==> src/rtl/tas_pkg.sv <==
package tas_pkg;
  localparam int unsigned TAS_NQ   = 8;
  localparam int unsigned TAS_NENT = 16;
  localparam int unsigned TAS_DW   = 32;
  localparam int unsigned TAS_TW   = 64;
endpackage

==> src/rtl/tas_sched_regs.sv <==
module tas_sched_regs #(
  parameter int unsigned NQ   = 8,
  parameter int unsigned NENT = 16,
  parameter int unsigned DW   = 32,
  localparam int unsigned AW  = $clog2(NENT),
  localparam int unsigned CW  = $clog2(NENT + 1)
) (
  input  logic                     clk_i,
  input  logic                     rst_ni,
  input  logic                     wr_en_i,
  input  logic [AW-1:0]            wr_addr_i,
  input  logic [DW-1:0]            wr_dur_i,
  input  logic [NQ-1:0]            wr_mask_i,
  input  logic                     hdr_en_i,
  input  logic [CW-1:0]            hdr_cnt_i,
  input  logic [DW-1:0]            hdr_len_i,
  input  logic                     commit_i,
  input  logic                     load_i,
  output logic [NENT-1:0][DW-1:0]  act_dur_o,
  output logic [NENT-1:0][NQ-1:0]  act_mask_o,
  output logic [CW-1:0]            act_cnt_o,
  output logic [DW-1:0]            act_len_o,
  output logic [DW-1:0]            nxt_dur0_o
);
  logic [NENT-1:0][DW-1:0] sh_dur_q;
  logic [NENT-1:0][NQ-1:0] sh_mask_q;
  logic [CW-1:0]           sh_cnt_q;
  logic [DW-1:0]           sh_len_q;
  logic                    pend_q;
  logic                    do_load;

  assign do_load    = load_i && (pend_q || commit_i);
  assign nxt_dur0_o = do_load ? sh_dur_q[0] : act_dur_o[0];

  for (genvar g = 0; g < NENT; g++) begin : g_ent
    always_ff @(posedge clk_i or negedge rst_ni) begin
      if (!rst_ni) begin
        sh_dur_q[g]   <= '0;
        sh_mask_q[g]  <= '0;
        act_dur_o[g]  <= '0;
        act_mask_o[g] <= '0;
      end else begin
        if (wr_en_i && (wr_addr_i == AW'(g))) begin
          sh_dur_q[g]  <= wr_dur_i;
          sh_mask_q[g] <= wr_mask_i;
        end
        if (do_load) begin
          act_dur_o[g]  <= sh_dur_q[g];
          act_mask_o[g] <= sh_mask_q[g];
        end
      end
    end
  end

  always_ff @(posedge clk_i or negedge rst_ni) begin
    if (!rst_ni) begin
      sh_cnt_q  <= '0;
      sh_len_q  <= '0;
      act_cnt_o <= '0;
      act_len_o <= '0;
      pend_q    <= 1'b0;
    end else begin
      if (hdr_en_i) begin
        sh_cnt_q <= (hdr_cnt_i > CW'(NENT)) ? CW'(NENT) : hdr_cnt_i;
        sh_len_q <= hdr_len_i;
      end
      if (do_load) begin
        act_cnt_o <= sh_cnt_q;
        act_len_o <= sh_len_q;
        pend_q    <= 1'b0;
      end else if (commit_i) begin
        pend_q <= 1'b1;
      end
    end
  end
endmodule

==> src/rtl/tas_cycle_timer.sv <==
module tas_cycle_timer #(
  parameter int unsigned TW = 64,
  parameter int unsigned DW = 32
) (
  input  logic          clk_i,
  input  logic          rst_ni,
  input  logic [TW-1:0] time_i,
  input  logic [TW-1:0] base_i,
  input  logic [DW-1:0] len_i,
  output logic          run_o,
  output logic          new_cyc_o,
  output logic [DW-1:0] el_now_o,
  output logic [DW-1:0] el_q_o
);
  logic [TW-1:0] cs_q, cs_nxt, diff, el_full;
  logic          start_c, bnd_c;

  always_comb begin
    diff    = time_i - cs_q;
    start_c = !run_o && (time_i >= base_i);
    bnd_c   = run_o && (diff >= TW'(len_i));
    cs_nxt  = cs_q;
    el_full = diff;
    if (start_c) begin
      cs_nxt  = base_i;
      el_full = time_i - base_i;
    end else if (bnd_c) begin
      cs_nxt  = cs_q + TW'(len_i);
      el_full = diff - TW'(len_i);
    end
  end

  assign new_cyc_o = start_c || bnd_c;
  assign el_now_o  = diff[DW-1:0];

  always_ff @(posedge clk_i or negedge rst_ni) begin
    if (!rst_ni) begin
      run_o  <= 1'b0;
      cs_q   <= '0;
      el_q_o <= '0;
    end else begin
      if (start_c) run_o <= 1'b1;
      cs_q <= cs_nxt;
      if (run_o || start_c) el_q_o <= el_full[DW-1:0];
    end
  end
endmodule

==> src/rtl/tas_slice_walker.sv <==
module tas_slice_walker #(
  parameter int unsigned NENT = 16,
  parameter int unsigned DW   = 32,
  localparam int unsigned AW  = $clog2(NENT),
  localparam int unsigned CW  = $clog2(NENT + 1),
  localparam int unsigned SW  = DW + AW
) (
  input  logic                    clk_i,
  input  logic                    rst_ni,
  input  logic                    run_i,
  input  logic                    new_cyc_i,
  input  logic [DW-1:0]           el_now_i,
  input  logic [CW-1:0]           act_cnt_i,
  input  logic [NENT-1:0][DW-1:0] act_dur_i,
  input  logic [DW-1:0]           nxt_dur0_i,
  output logic [AW-1:0]           idx_o,
  output logic [SW-1:0]           seg_end_o
);
  logic [AW-1:0] idx_inc;
  logic          has_next, reached;

  assign idx_inc  = idx_o + AW'(1);
  assign has_next = (CW'(idx_o) + CW'(1)) < act_cnt_i;
  assign reached  = SW'(el_now_i) >= seg_end_o;

  always_ff @(posedge clk_i or negedge rst_ni) begin
    if (!rst_ni) begin
      idx_o     <= '0;
      seg_end_o <= '0;
    end else if (new_cyc_i) begin
      idx_o     <= '0;
      seg_end_o <= SW'(nxt_dur0_i);
    end else if (run_i && has_next && reached) begin
      idx_o     <= idx_inc;
      seg_end_o <= seg_end_o + SW'(act_dur_i[idx_inc]);
    end
  end
endmodule

==> src/rtl/tas_guard_gate.sv <==
module tas_guard_gate #(
  parameter int unsigned NQ   = 8,
  parameter int unsigned NENT = 16,
  parameter int unsigned DW   = 32,
  localparam int unsigned AW  = $clog2(NENT),
  localparam int unsigned CW  = $clog2(NENT + 1),
  localparam int unsigned SW  = DW + AW
) (
  input  logic                    run_i,
  input  logic [CW-1:0]           act_cnt_i,
  input  logic [DW-1:0]           act_len_i,
  input  logic [NENT-1:0][NQ-1:0] act_mask_i,
  input  logic [AW-1:0]           idx_i,
  input  logic [SW-1:0]           seg_end_i,
  input  logic [DW-1:0]           el_q_i,
  input  logic [DW-1:0]           glen_i,
  output logic [NQ-1:0]           gate_o,
  output logic [NQ-1:0]           start_ok_o
);
  logic          live, mid, in_guard;
  logic [SW-1:0] bound, rem;
  logic [NQ-1:0] nmask, closing;
  logic [AW-1:0] idx_inc;

  always_comb begin
    idx_inc  = idx_i + AW'(1);
    live     = run_i && (act_cnt_i != '0);
    // boundary ahead is a slice edge inside the cycle, else the cycle end
    mid      = ((CW'(idx_i) + CW'(1)) < act_cnt_i) && (seg_end_i < SW'(act_len_i));
    bound    = mid ? seg_end_i : SW'(act_len_i);
    nmask    = mid ? act_mask_i[idx_inc] : act_mask_i[0];
    rem      = bound - SW'(el_q_i);
    in_guard = rem < SW'(glen_i);
    gate_o   = live ? act_mask_i[idx_i] : '0;
    closing  = gate_o & ~nmask;
    start_ok_o = in_guard ? (gate_o & ~closing) : gate_o;
  end
endmodule

==> src/rtl/tas_gate_sched.sv <==
module tas_gate_sched
  import tas_pkg::*;
#(
  parameter int unsigned NQ   = TAS_NQ,
  parameter int unsigned NENT = TAS_NENT,
  parameter int unsigned DW   = TAS_DW,
  parameter int unsigned TW   = TAS_TW,
  localparam int unsigned AW  = $clog2(NENT),
  localparam int unsigned CW  = $clog2(NENT + 1),
  localparam int unsigned SW  = DW + AW
) (
  input  logic          clk_i,
  input  logic          rst_ni,
  input  logic [TW-1:0] time_i,
  input  logic [TW-1:0] base_time_i,
  input  logic          preempt_en_i,
  input  logic [DW-1:0] guard_full_i,
  input  logic [DW-1:0] guard_frag_i,
  input  logic          cfg_ent_we_i,
  input  logic [AW-1:0] cfg_ent_addr_i,
  input  logic [DW-1:0] cfg_ent_dur_i,
  input  logic [NQ-1:0] cfg_ent_mask_i,
  input  logic          cfg_hdr_we_i,
  input  logic [CW-1:0] cfg_hdr_cnt_i,
  input  logic [DW-1:0] cfg_hdr_len_i,
  input  logic          cfg_commit_i,
  output logic [NQ-1:0] gate_o,
  output logic [NQ-1:0] start_ok_o
);
  logic                    run, new_cyc;
  logic [DW-1:0]           el_now, el_q, act_len, nxt_dur0, glen;
  logic [NENT-1:0][DW-1:0] act_dur;
  logic [NENT-1:0][NQ-1:0] act_mask;
  logic [CW-1:0]           act_cnt;
  logic [AW-1:0]           idx;
  logic [SW-1:0]           seg_end;

  assign glen = preempt_en_i ? guard_frag_i : guard_full_i;

  tas_sched_regs #(.NQ(NQ), .NENT(NENT), .DW(DW)) u_regs (
    .clk_i(clk_i), .rst_ni(rst_ni),
    .wr_en_i(cfg_ent_we_i), .wr_addr_i(cfg_ent_addr_i),
    .wr_dur_i(cfg_ent_dur_i), .wr_mask_i(cfg_ent_mask_i),
    .hdr_en_i(cfg_hdr_we_i), .hdr_cnt_i(cfg_hdr_cnt_i), .hdr_len_i(cfg_hdr_len_i),
    .commit_i(cfg_commit_i), .load_i(new_cyc),
    .act_dur_o(act_dur), .act_mask_o(act_mask), .act_cnt_o(act_cnt),
    .act_len_o(act_len), .nxt_dur0_o(nxt_dur0)
  );

  tas_cycle_timer #(.TW(TW), .DW(DW)) u_timer (
    .clk_i(clk_i), .rst_ni(rst_ni), .time_i(time_i), .base_i(base_time_i),
    .len_i(act_len), .run_o(run), .new_cyc_o(new_cyc),
    .el_now_o(el_now), .el_q_o(el_q)
  );

  tas_slice_walker #(.NENT(NENT), .DW(DW)) u_walk (
    .clk_i(clk_i), .rst_ni(rst_ni), .run_i(run), .new_cyc_i(new_cyc),
    .el_now_i(el_now), .act_cnt_i(act_cnt), .act_dur_i(act_dur),
    .nxt_dur0_i(nxt_dur0), .idx_o(idx), .seg_end_o(seg_end)
  );

  tas_guard_gate #(.NQ(NQ), .NENT(NENT), .DW(DW)) u_guard (
    .run_i(run), .act_cnt_i(act_cnt), .act_len_i(act_len), .act_mask_i(act_mask),
    .idx_i(idx), .seg_end_i(seg_end), .el_q_i(el_q), .glen_i(glen),
    .gate_o(gate_o), .start_ok_o(start_ok_o)
  );
endmodule

==> config.mk <==
export PLATFORM = sky130hd
export DESIGN_NAME = tas_gate_sched
export DESIGN_NICKNAME = d
export VERILOG_FILES = /design/src/rtl/tas_pkg.sv /design/src/rtl/tas_sched_regs.sv /design/src/rtl/tas_cycle_timer.sv /design/src/rtl/tas_slice_walker.sv /design/src/rtl/tas_guard_gate.sv /design/src/rtl/tas_gate_sched.sv
export SDC_FILE = /design/constraint.sdc
export NUM_CORES = 2
export LEC_CHECK = 0
export CAP_MARGIN = 0
export CORE_AREA = 4 4 404 406
export CTS_CLUSTER_DIAMETER = 40
export DETAILED_ROUTE_END_ITERATION = 16
export DIE_AREA = 0 0 408 410
export GPL_TIMING_DRIVEN = 0
export PLACE_DENSITY = 0.74
export SYNTH_ARGS = -nofsm -noshare
export SYNTH_HDL_FRONTEND = slang
export SYNTH_SLANG_ARGS = --single-unit
==> constraint.sdc <==
create_clock -name clk_i -period 16.1 [get_ports clk_i]
set_input_delay 3.22 -clock clk_i [delete_from_list [all_inputs] [get_ports clk_i]]
set_output_delay 3.22 -clock clk_i [all_outputs]
set_load 0.02 [all_outputs]
==> results.py <==
metrics = {
    "status": {
        "status": "completed",
    },
    "clock_network": {
        "numCtsBuffers": 201,
        "cts.sinks": 1492,
        "cts_hold_buf": 0,
        "clk_latency_ns": 0.90,
        "tritoncts": "yes",
        "cts_max_level": 4,
        "clk_pin_slew_ns": 0.06,
        "cts.path.max_buffers": 3,
        "cts_root_buf": "clkbuf_16",
    },
    "timing": {
        "finalSetupViolCount": 0,
        "rsz0062_at_grt": "no",
        "relSlewSlack_pct": 5.36,
        "fin_tns_setup_ns": 0,
        "max_freq_mhz": 65.1,
        "maxSlewViolCount": 0,
        "timing.final.ws_setup_ns": 0.740,
        "holdWs_ns": 0.423,
        "min_period_ns": 15.36,
        "worst_slew_pin_slew_ns": 1.41,
        "post-route-period-util_pct": 95.4,
        "final_hold_viol_count": 0,
        "clock_skew_ns": 0.130,
    },
    "yosys": {
        "syn_inst": 6371,
        "syn-mean-instance-area_sq_um": 12.5,
        "synthFlopType": "dfrtp_1",
        "syn_area_sq_um": 79500,
        "synth_edf_count": 0,
        "synth-seq-cells": 1492,
        "ys_seq_area_share_pct": 46.9,
        "synthArstFlopShare_pct": 100,
        "synth_fp_nets": 7010,
        "synthDistinctLibCells": 89,
        "ys_warn_count": 0,
    },
    "detailed_routing": {
        "drt_wl_total_um": 258000,
        "dr_total_vias": 56300,
        "postRouteAntennaNets": 0,
        "via_per_inst": 6.17,
        "wl_met3_um": 16900,
        "dr.max_layer_used": "met5",
        "dr_wl_met2_um": 123000,
        "drc": 0,
        "wl_per_cell_um": 28.2,
        "wl_met1_um": 103000,
        "first_pass_iters": 9,
        "drt_iter0_drc": 4526,
    },
    "power": {
        "ir_drop_v": 0.000137,
        "power_density_nw_per_um2": 182,
        "power.total_w": 0.0169,
        "p_leak_nw": 41.0,
    },
    "floorplanning": {
        "io_pins": 295,
        "dieArea_sq_um": 167000,
        "fp.dieW_um": 408,
        "initial_core_util_pct": 49.8,
        "core_area_sq_um": 160000,
        "num_rows": 147,
        "die_h_um": 410,
    },
    "min_path": {
        "hp-start": "u_regs.sh_mask_q[80]",
        "hp-class": "flop to flop",
        "worstHoldPathCells": 1,
    },
    "layout": {
        "stdcell_area_sq_um": 92600,
        "nNetsFinal": 7513,
        "drive_above_1_share_pct": 22.1,
        "area_growth_pct": 16.4,
    },
    "worst_setup_path": {
        "rr_worst_depth": 22,
        "r2r_start": "u_walk.idx_o[0]",
        "critPathLaunch": "u_walk.idx_o[0]",
        "critical-path-max-stage-delay_ns": 0.82,
        "reg2reg_slack_ns": 6.93,
        "crit_arrival_ns": 12.14,
        "critPathKind": "flop to primary output",
        "cp-start-kind": "flop",
        "slowest_stage": "a2111oi_2",
        "crit_required_ns": 12.88,
        "cp_max_fo": 19,
        "end_kind": "primary output",
    },
    "placement": {
        "gp_congestion": 1.00,
        "dpl_cell_area_sq_um": 85300,
        "place_ws_ns": -0.493,
        "place_hpwl_um": 195000,
        "io_buffers": 292,
    },
    "global_routing": {
        "grt_pass1_wl_um": 380000,
        "antenna_found_initial": 13,
        "grt_overflow_total": 0,
        "grt_pass1_vias": 58100,
        "grt_max_degree": 201,
        "grt_usage_pct": 30.4,
    },
    "job": {
        "drv_cap": 0,
    },
}
-- cell usage after synthesis, drive strengths merged (17+ instances only) --
cell type	number	share of area, %
a211oi	55	0.52
a21boi	20	0.19
a21o	106	1.0
a21oi	317	2.0
a222oi	24	0.30
a31oi	50	0.39
and2	22	0.17
and3	23	0.18
buf	148	1.4
clkbuf	197	0.93
dfrtp	1492	47
ha	354	5.6
inv	306	1.4
mux2	1353	19
mux2i	90	1.1
mux4	240	6.8
nand2	278	1.3
nand2b	48	0.38
nand3	61	0.38
nand4	75	0.59
nor2	207	0.98
nor2b	50	0.39
nor3	80	0.52
nor4	19	0.16
o211a	25	0.31
o211ai	17	0.16
o21a	47	0.44
o21ai	222	1.4
o21bai	33	0.31
o22ai	17	0.13
or3	32	0.25
xnor2	128	1.4
xor2	62	0.68
-- critical path, delay by kind of cell (launching register included) --
kind | cells | cell delay (ns)
flops | 1 | 0.35
buf+inv | 7 | 3.01
compound gates | 18 | 4.80
fa+ha+maj | 4 | 1.13
simple gates | 8 | 1.11
mux | 1 | 0.19
xor+xnor | 2 | 0.66
-- stage by stage --
step | cells | utilization, %
6_report | 9132 | 57.9
5_1_grt | 9129 | 57.9
4_1_cts | 9126 | 57.9
3_5_place_dp | 8759 | 53.4
3_3_place_gp | 8749 | 53.2
2_1_floorplan | 6371 | -
-- per-layer routing --
layer / track usage, % / up-vias
met5: 0 / -
met4: 14.8 / 8
met3: 6.11 / 591
met2: 50.5 / 2057
met1: 38.2 / 29200
li1: - / 24500
-- layout make-up --
type / count / area [sq um]
Timing Repair Buffer: 302 / 3180
Multi-Input combinational cell: 4228 / 39200
Antenna cell: 6 / 15.0
Clock inverter: 121 / 1770
Tap cell: 2086 / 2610
Buffer: 343 / 1880
Fill cell: 12800 / 67200
Inverter: 306 / 1150
Clock buffer: 248 / 5480
Sequential cell: 1492 / 37300
-- placed cells by master, fill, tap and decap left out, types with 61 or more instances in the layout --
cell             Yosys  final
dfrtp_1           1492   1492
mux2_2             826    826
mux2_1             527    527
ha_1               354    354
a21oi_1            315    315
inv_1              306    306
clkdlybuf4s50_1      0    291
nand2_1            278    278
mux4_2             240    240
clkbuf_1           197    213
o21ai_0            208    208
nor2_1             207    207
clkbuf_16            0    201
xnor2_1            128    127
a21o_1             106    106
mux2i_1             90     90
nor3_1              78     78
nand4_1             75     75
nand3_1             61     61
xor2_1              62     61
-- path summary, 6_finish.rpt --
| kind | endpoint |
|---|---|
| setup / recovery | start_ok_o[5] |
| hold / removal | u_regs.act_mask_o[80] |
| setup reg to reg | u_walk.seg_end_o[32] |
| hold reg to reg | u_regs.act_mask_o[80] |
| max in group asynchronous | u_regs.sh_dur_q[336] |
| min in group asynchronous | u_timer.cs_q[44] |
-- where the power goes --
part / switching, W / internal [W] / total (W)
Clock: 0.00185 / 0.00282 / 0.00468
Combinational: 0.00391 / 0.00289 / 0.00680
Sequential: 0.000612 / 0.00477 / 0.00538
Total: 0.00637 / 0.0105 / 0.0169
-- logic make-up (layout without fill, tap and decap cells) --
logic type | after synthesis | count (layout) | share of synthesized area (%)
flip-flops | 1492 | 1492 | 46.9
XOR/XNOR | 190 | 190 | 2.09
AO/OA/AOI/OAI | 1060 | 1060 | 8.65
multiplexers | 1683 | 1683 | 27.1
adder cells (fa/ha/maj) | 360 | 360 | 5.72
buffers and inverters | 651 | 1320 | 3.80
AND/OR/NAND/NOR | 935 | 935 | 5.71
other | 0 | 6 | 0
-- sequential cells by signal, indices dropped and copies added, names as in the netlist --
| signal | count |
|---|---|
| u_timer.el_q_o | 32 |
| u_regs.act_mask_o | 128 |
| u_regs.act_dur_o | 512 |
| u_walk.seg_end_o | 36 |
| u_regs.pend_q | 1 |
| u_walk.idx_o | 4 |
| u_regs.sh_dur_q | 512 |
| u_timer.cs_q | 64 |
| u_timer.run_o | 1 |
| u_regs.act_cnt_o | 5 |
| u_regs.act_len_o | 32 |
| u_regs.sh_len_q | 32 |
| u_regs.sh_mask_q | 128 |
| u_regs.sh_cnt_q | 5 |
-- what timing repair did --
item	CTS	global route
buffers inserted	0	0
pin swaps	0	0
setup endpoints to repair	8	8
endpoints found under the hold margin	0	0
gates cloned	0	0
resized for setup	4	3
Power figures use the tool's default switching activity.
